**config.mk**
```make
export PLATFORM = sky130hd
export DESIGN_NAME = page_policy_unit
export DESIGN_NICKNAME = d
export VERILOG_FILES = /design/src/rtl/ppu_pkg.sv /design/src/rtl/ppu_open_row_table.sv /design/src/rtl/ppu_queue_scan.sv /design/src/rtl/ppu_decide.sv /design/src/rtl/page_policy_unit.sv
export SDC_FILE = /design/constraint.sdc
export NUM_CORES = 1
export LEC_CHECK = 0
export ABC_CLOCK_PERIOD_IN_PS = 4400
export BUFFER_PORTS_ARGS = -buffer_cell sky130_fd_sc_hd__buf_4
export CORE_MARGIN = 1
export CORE_UTILIZATION = 25
export CTS_CLUSTER_SIZE = 14
export DETAILED_ROUTE_END_ITERATION = 8
export GPL_ROUTABILITY_DRIVEN = 0
export GPL_TIMING_DRIVEN = 0
export PLACE_DENSITY_LB_ADDON = 0.15
export SLEW_MARGIN = 20
export SYNTH_ARGS = -nofsm -noshare
export SYNTH_HDL_FRONTEND = slang
export SYNTH_SLANG_ARGS = --single-unit
export TNS_END_PERCENT = 50
```
**constraint.sdc**
```tcl
create_clock -name clk -period 4.4 [get_ports clk]
set_input_delay 0.88 -clock clk [delete_from_list [all_inputs] [get_ports clk]]
set_output_delay 0.88 -clock clk [all_outputs]
set_load 0.05 [all_outputs]
```
**src/rtl/ppu_pkg.sv**
```systemverilog
// Shared encodings for the page policy unit.
// Assumes: controller uses the same command and policy codes.
package ppu_pkg;
    typedef enum logic [1:0] {
        PG_OPEN        = 2'd0,
        PG_OPEN_ADPT   = 2'd1,
        PG_CLOSED      = 2'd2,
        PG_CLOSED_ADPT = 2'd3
    } pg_policy_e;

    typedef enum logic [2:0] {
        DC_NOP  = 3'd0,
        DC_ACT  = 3'd1,
        DC_RD   = 3'd2,
        DC_WR   = 3'd3,
        DC_PRE  = 3'd4,
        DC_PREA = 3'd5
    } dram_cmd_e;
endpackage

```
**src/rtl/ppu_open_row_table.sv**
```systemverilog
// Per-bank open-row table: valid bit and row index per bank.
// Assumes: set, clear and clear-all are never requested together.
module ppu_open_row_table #(
    parameter int NBANK  = 8,
    parameter int ROW_W  = 14,
    parameter int BANK_W = $clog2(NBANK)
) (
    input  logic              clk,
    input  logic              rst_n,
    input  logic              set_en,
    input  logic              clr_en,
    input  logic              clr_all,
    input  logic [BANK_W-1:0] wr_bank,
    input  logic [ROW_W-1:0]  wr_row,
    input  logic [BANK_W-1:0] rd_bank,
    output logic              rd_vld,
    output logic [ROW_W-1:0]  rd_row,
    input  logic [BANK_W-1:0] lk_bank,
    output logic              lk_vld,
    output logic [ROW_W-1:0]  lk_row
);
    logic [NBANK-1:0] vld_vec;
    logic [ROW_W-1:0] row_q [NBANK];

    for (genvar b = 0; b < NBANK; b++) begin : g_bank
        // Valid bit: reset/clear-all/clear drop it, activate sets it.
        always_ff @(posedge clk) begin
            if (!rst_n)                                   vld_vec[b] <= 1'b0;
            else if (clr_all)                             vld_vec[b] <= 1'b0;
            else if (set_en && wr_bank == BANK_W'(b))     vld_vec[b] <= 1'b1;
            else if (clr_en && wr_bank == BANK_W'(b))     vld_vec[b] <= 1'b0;
        end
        // Row index: captured on activate, otherwise held.
        always_ff @(posedge clk) begin
            if (set_en && wr_bank == BANK_W'(b)) row_q[b] <= wr_row;
        end
    end

    // Read ports: command bank and inspection bank.
    always_comb begin
        rd_vld = vld_vec[rd_bank];
        rd_row = row_q[rd_bank];
        lk_vld = vld_vec[lk_bank];
        lk_row = row_q[lk_bank];
    end

    a_r6_act_opens: assert property (@(posedge clk) disable iff (!rst_n)
        set_en |=> vld_vec[$past(wr_bank)] && row_q[$past(wr_bank)] == $past(wr_row));
    a_r8_clear_closes: assert property (@(posedge clk) disable iff (!rst_n)
        (clr_en && !set_en) |=> !vld_vec[$past(wr_bank)]);
    a_r7_all_closed: assert property (@(posedge clk) disable iff (!rst_n)
        clr_all |=> vld_vec == '0);
endmodule

```
**src/rtl/ppu_queue_scan.sv**
```systemverilog
// Summarises the queued requests of the target bank: count and row hit.
// Assumes: all presented entries belong to the command's bank.
module ppu_queue_scan #(
    parameter int QDEPTH = 4,
    parameter int ROW_W  = 14,
    parameter int CNT_W  = $clog2(QDEPTH + 1)
) (
    input  logic                    clk,
    input  logic                    rst_n,
    input  logic [QDEPTH-1:0]       q_vld,
    input  logic [QDEPTH*ROW_W-1:0] q_row,
    input  logic                    open_vld,
    input  logic [ROW_W-1:0]        open_row,
    output logic [CNT_W-1:0]        cnt,
    output logic                    hit
);
    logic [QDEPTH-1:0] match;

    for (genvar i = 0; i < QDEPTH; i++) begin : g_ent
        assign match[i] = q_vld[i] && open_vld && (q_row[i*ROW_W +: ROW_W] == open_row);
    end

    // Population count of valid entries and hit reduction.
    always_comb begin
        cnt = '0;
        for (int i = 0; i < QDEPTH; i++) cnt = cnt + CNT_W'(q_vld[i]);
        hit = |match;
    end

    a_r5_hit_needs_open: assert property (@(posedge clk) disable iff (!rst_n)
        hit |-> open_vld && q_vld != '0);
    a_r5_count_bound: assert property (@(posedge clk) disable iff (!rst_n)
        cnt <= CNT_W'(QDEPTH));
endmodule

```
**src/rtl/ppu_decide.sv**
```systemverilog
// Policy mux: chooses auto-precharge for a read or write.
// Assumes: cnt/hit describe the command's bank in the same cycle.
module ppu_decide #(
    parameter int CNT_W = 3
) (
    input  logic              clk,
    input  logic              rst_n,
    input  ppu_pkg::pg_policy_e policy,
    input  logic              rdwr,
    input  logic [CNT_W-1:0]  cnt,
    input  logic              hit,
    output logic              ap
);
    import ppu_pkg::*;

    // Decision per policy, gated by a read or write being presented.
    always_comb begin
        unique case (policy)
            PG_OPEN:        ap = 1'b0;
            PG_OPEN_ADPT:   ap = rdwr && (cnt != '0) && !hit;
            PG_CLOSED:      ap = rdwr;
            PG_CLOSED_ADPT: ap = rdwr && !hit;
            default:        ap = 1'b0;
        endcase
    end

    a_r1_open_never: assert property (@(posedge clk) disable iff (!rst_n)
        policy == PG_OPEN |-> !ap);
    a_r2_closed_always: assert property (@(posedge clk) disable iff (!rst_n)
        (rdwr && policy == PG_CLOSED) |-> ap);
    a_r3_oa_empty_keeps: assert property (@(posedge clk) disable iff (!rst_n)
        (policy == PG_OPEN_ADPT && cnt == '0) |-> !ap);
    a_r4_ca_empty_closes: assert property (@(posedge clk) disable iff (!rst_n)
        (rdwr && policy == PG_CLOSED_ADPT && cnt == '0) |-> ap);
    a_r9_idle_no_ap: assert property (@(posedge clk) disable iff (!rst_n)
        !rdwr |-> !ap);
endmodule

```
**src/rtl/page_policy_unit.sv**
```systemverilog
// Top: open-row tracking plus per-command auto-precharge decision.
// Assumes: decision is used in the issue cycle; table updates on that edge.
module page_policy_unit #(
    parameter int NBANK  = 8,
    parameter int ROW_W  = 14,
    parameter int QDEPTH = 4,
    parameter int BANK_W = $clog2(NBANK),
    parameter int CNT_W  = $clog2(QDEPTH + 1)
) (
    input  logic                    clk,
    input  logic                    rst_n,
    input  logic [1:0]              policy_sel,
    input  logic                    cmd_valid,
    input  logic [2:0]              cmd_kind,
    input  logic [BANK_W-1:0]       cmd_bank,
    input  logic [ROW_W-1:0]        cmd_row,
    input  logic [QDEPTH-1:0]       q_vld,
    input  logic [QDEPTH*ROW_W-1:0] q_row,
    input  logic [BANK_W-1:0]       lk_bank,
    output logic                    lk_open,
    output logic [ROW_W-1:0]        lk_row,
    output logic                    ap_attach,
    output logic [CNT_W-1:0]        q_count,
    output logic                    q_hit
);
    import ppu_pkg::*;

    dram_cmd_e        kind;
    logic             rdwr, set_en, clr_en, clr_all;
    logic             tgt_vld;
    logic [ROW_W-1:0] tgt_row;

    // Command decode.
    always_comb begin
        kind    = dram_cmd_e'(cmd_kind);
        rdwr    = cmd_valid && (kind == DC_RD || kind == DC_WR);
        set_en  = cmd_valid && kind == DC_ACT;
        clr_all = cmd_valid && kind == DC_PREA;
        clr_en  = (cmd_valid && kind == DC_PRE) || (rdwr && ap_attach);
    end

    ppu_open_row_table #(.NBANK(NBANK), .ROW_W(ROW_W), .BANK_W(BANK_W)) u_table (
        .clk(clk), .rst_n(rst_n),
        .set_en(set_en), .clr_en(clr_en), .clr_all(clr_all),
        .wr_bank(cmd_bank), .wr_row(cmd_row),
        .rd_bank(cmd_bank), .rd_vld(tgt_vld), .rd_row(tgt_row),
        .lk_bank(lk_bank), .lk_vld(lk_open), .lk_row(lk_row)
    );

    ppu_queue_scan #(.QDEPTH(QDEPTH), .ROW_W(ROW_W), .CNT_W(CNT_W)) u_scan (
        .clk(clk), .rst_n(rst_n),
        .q_vld(q_vld), .q_row(q_row),
        .open_vld(tgt_vld), .open_row(tgt_row),
        .cnt(q_count), .hit(q_hit)
    );

    ppu_decide #(.CNT_W(CNT_W)) u_decide (
        .clk(clk), .rst_n(rst_n),
        .policy(pg_policy_e'(policy_sel)),
        .rdwr(rdwr), .cnt(q_count), .hit(q_hit),
        .ap(ap_attach)
    );
endmodule

```
==> reports/summary.txt <==
Status - finished clean
DP Wirelength - 16,300 um
Worst Path Required - 3.52 ns
Final instance area - 9010 sq um
Post-route setup TNS - 0 ns
IO buf count - 103
Wirelength, routed - 22,900 um
Die width - 165 um
CTS tree - built
RSZ-0062 raised after global routing - false
DR DRC count - 0
Crit Path Max Fanout - 10
WS Path Type - in -> out
Period utilization - 0.987
Clock skew - 0.00684 ns
Placed inst area - 7920 sq um
Fin nets - 699
Largest net degree at the start of global routing - 17
Period minus WS final - 4.34 ns
Slew headroom - 0.348
Initial DRC Count - 281
CTS Hold Buffers Added - 0
Syn Std Cell Area - 6610 sq um
Syn-to-layout area delta - 36.2%
Synth Flop Type - edfxtp_1
DR pass1 iterations - 4
Vias - 4,783
Root buffer cell - clkbuf_16
Power Total - 3.19 mW
Critical Path End Type - primary output
P per Cell Area - 354 nW/um^2
Worst-Margin Slew - 0.977 ns
Initial antenna violation count - 0
Max Buffers Root-to-Sink - 2
TritonCTS buffer count - 17
Sink Count - 120
Peak per-stage delay on the critical path - 0.56 ns
Max Cap Viol - 0
Max VDD drop - 200 uV
Final non-filler cell total - 954
H-tree levels - 4
CP cell instances - clkbuf_4 > or2b_4 > clkbuf_8 > or3_1 > o211ai_4 > xor2_2 > nand4_1 > or4_4 > o2111ai_4 > o21ai_2 > buf_4
Final setup vio count - 0
Cell type with the largest total area after synthesis - edfxtp_1
Layout cells sized above 1 - 0.485
Yosys top cell area share - 0.509
Syn_nets - 556
Crit path DAT - 3.46 ns
Core region area - 26,000 sq um
Worst skew pair latency - 0.41 ns
Gr usage total - 0.173
Clk slew on worst S/H paths - 0.06 ns
Worst setup margin - 0.0583 ns
Vias in the first global route - 4,993
ANT cells - 0
Synth area leaders - edfxtp_1 51%, mux4_2 11%, mux2_2 7.0%, xnor2_1 3.3%, mux2i_1 2.6%
Leakage - 3.15 nW
DR WL/cell - 24.0 um
Register bit total from synthesis - 120
Cells after Synth - 465
# IOs - 108
Ys async rst share - 0
Worst setup slack after placement - -1.40 ns
Worst Setup Start Kind - primary input
Fin. Hold Viols - 0
Reg2reg path depth - 9
First-pass GRT wire length - 32,600 um
Finished Core Util - 0.347
Placed cells - 910
Distinct cells, synth - 58
Die area - 27,100 sq um
Ys Warns - 0
Hold path depth - 2
Synthesized area per cell - 14.2 sq um
Sequential cell area fraction in the yosys report - 0.533
Starting Density - 0.254
Post-synth EDFFs - 112
Vias per cell - 5.01
Post-route ant nets - 0
Crit path max-delay cell type - or4_4
Gr ovfl total - 0
Min-Delay Path Class - reg -> reg
Max-slew violations - 0
Hold Slack - 0.536 ns
Die outline height - 165 um
Row count - 59
Fmax - 230 MHz
## routing by layer
metal / up-vias / routed length [um] / track usage
li1: 2157 / - / -
met1: 2393 / 10100 / 0.221
met2: 201 / 10900 / 0.285
met3: 32 / 1290 / 0.0286
met4: 0 / 647 / 0.0776
met5: - / 0 / 0
## what timing repair did
item	4_1_cts	5_1_grt
gates resized for setup	47	33
buffers inserted	9	7
setup endpoints to repair	10	2
pin swaps	6	9
## worst max-delay path: cells and delay by family
family / cells / cell delay (ns)
and+or+nand+nor: 4 / 1.36
xor gates and xnor gates: 1 / 0.21
buffers and inverters: 3 / 0.60
AOI/OAI and AO/OA: 3 / 0.41
## final cells by class
type | instances | area [sq um]
Fill cell | 2559 | 17000
Sequential cell | 120 | 3520
Multi-Input combinational cell | 308 | 3220
Timing Repair Buffer | 126 | 986
Clock buffer | 19 | 433
Tap cell | 335 | 419
Buffer | 23 | 216
Clock inverter | 11 | 156
Inverter | 12 | 52.6
## cells in the mapped netlist (all sizes together), types with 2 or more instances
cell type / instances
nand2b: 3
o211ai: 2
o22a: 2
dfxtp: 8
or3: 3
a22oi: 8
a21oi: 8
a221oi: 2
o21ai: 16
and3: 8
nor2b: 6
nor4b: 2
nor2: 5
and2: 2
a21boi: 4
a211o: 2
clkbuf: 9
o22ai: 16
a31oi: 6
or2: 3
nand2: 14
nand4: 7
nand3: 6
edfxtp: 112
mux2i: 18
ha: 2
buf: 16
o221ai: 2
nor3: 15
or4: 5
o2111ai: 4
mux2: 41
xnor2: 25
xor2: 19
a211oi: 5
a22o: 2
o21a: 2
o32ai: 3
nand3b: 2
mux4: 32
inv: 12
nor4: 2
## registers in the layout (all words and copies together), names as in the netlist
signal	flops
u_table.vld_vec	8
u_table.row_q	112
## cells by family (layout without fill, tap and decap cells)
kind of cell    count (synthesis)  after routing  share of synthesized area
xor+xnor                       44             44                     0.0583
buf+inv                        37            191                     0.0284
compound gates                 86             86                     0.0942
simple gates                   84             84                     0.0715
fa+ha+maj                       3              3                    0.00681
flops                         120            120                      0.533
mux                            91             91                      0.208
## worst paths after layout
| path | startpoint | end | slack (ns) |
|---|---|---|---|
| worst max-delay path | cmd_bank[2] | ap_attach | 0.06 |
| worst max register to register | u_table.row_q[6][1] | u_table.vld_vec[2] | 1.41 |
| worst min register to register | u_table.vld_vec[1] | u_table.vld_vec[1] | 0.54 |
| worst min-delay path | u_table.vld_vec[1] | u_table.vld_vec[1] | 0.54 |
## report_power, final
part	switching, mW	internal, mW
combinational	0.291	0.232
sequential	0.00445	1.26
clock	0.471	0.932
total	0.766	2.42
## cells in the final DEF, fill, tap and decap left out, types with 5 or more instances in the layout
master / n
inv_1: 10
nand4_1: 7
edfxtp_1: 112
o22ai_1: 9
a22oi_1: 6
buf_6: 8
nor3_2: 6
nand2_1: 9
xnor2_1: 25
xor2_1: 18
buf_12: 5
clkbuf_16: 17
mux2_2: 41
mux2i_1: 14
mux4_2: 32
clkbuf_1: 5
and3_1: 8
a21oi_1: 7
buf_4: 121
nor3_1: 9
o22ai_2: 5
o21ai_0: 13
nand2_2: 5
nor2b_1: 5
a31oi_1: 6
dfxtp_1: 8
Power figures use the tool's default switching activity.
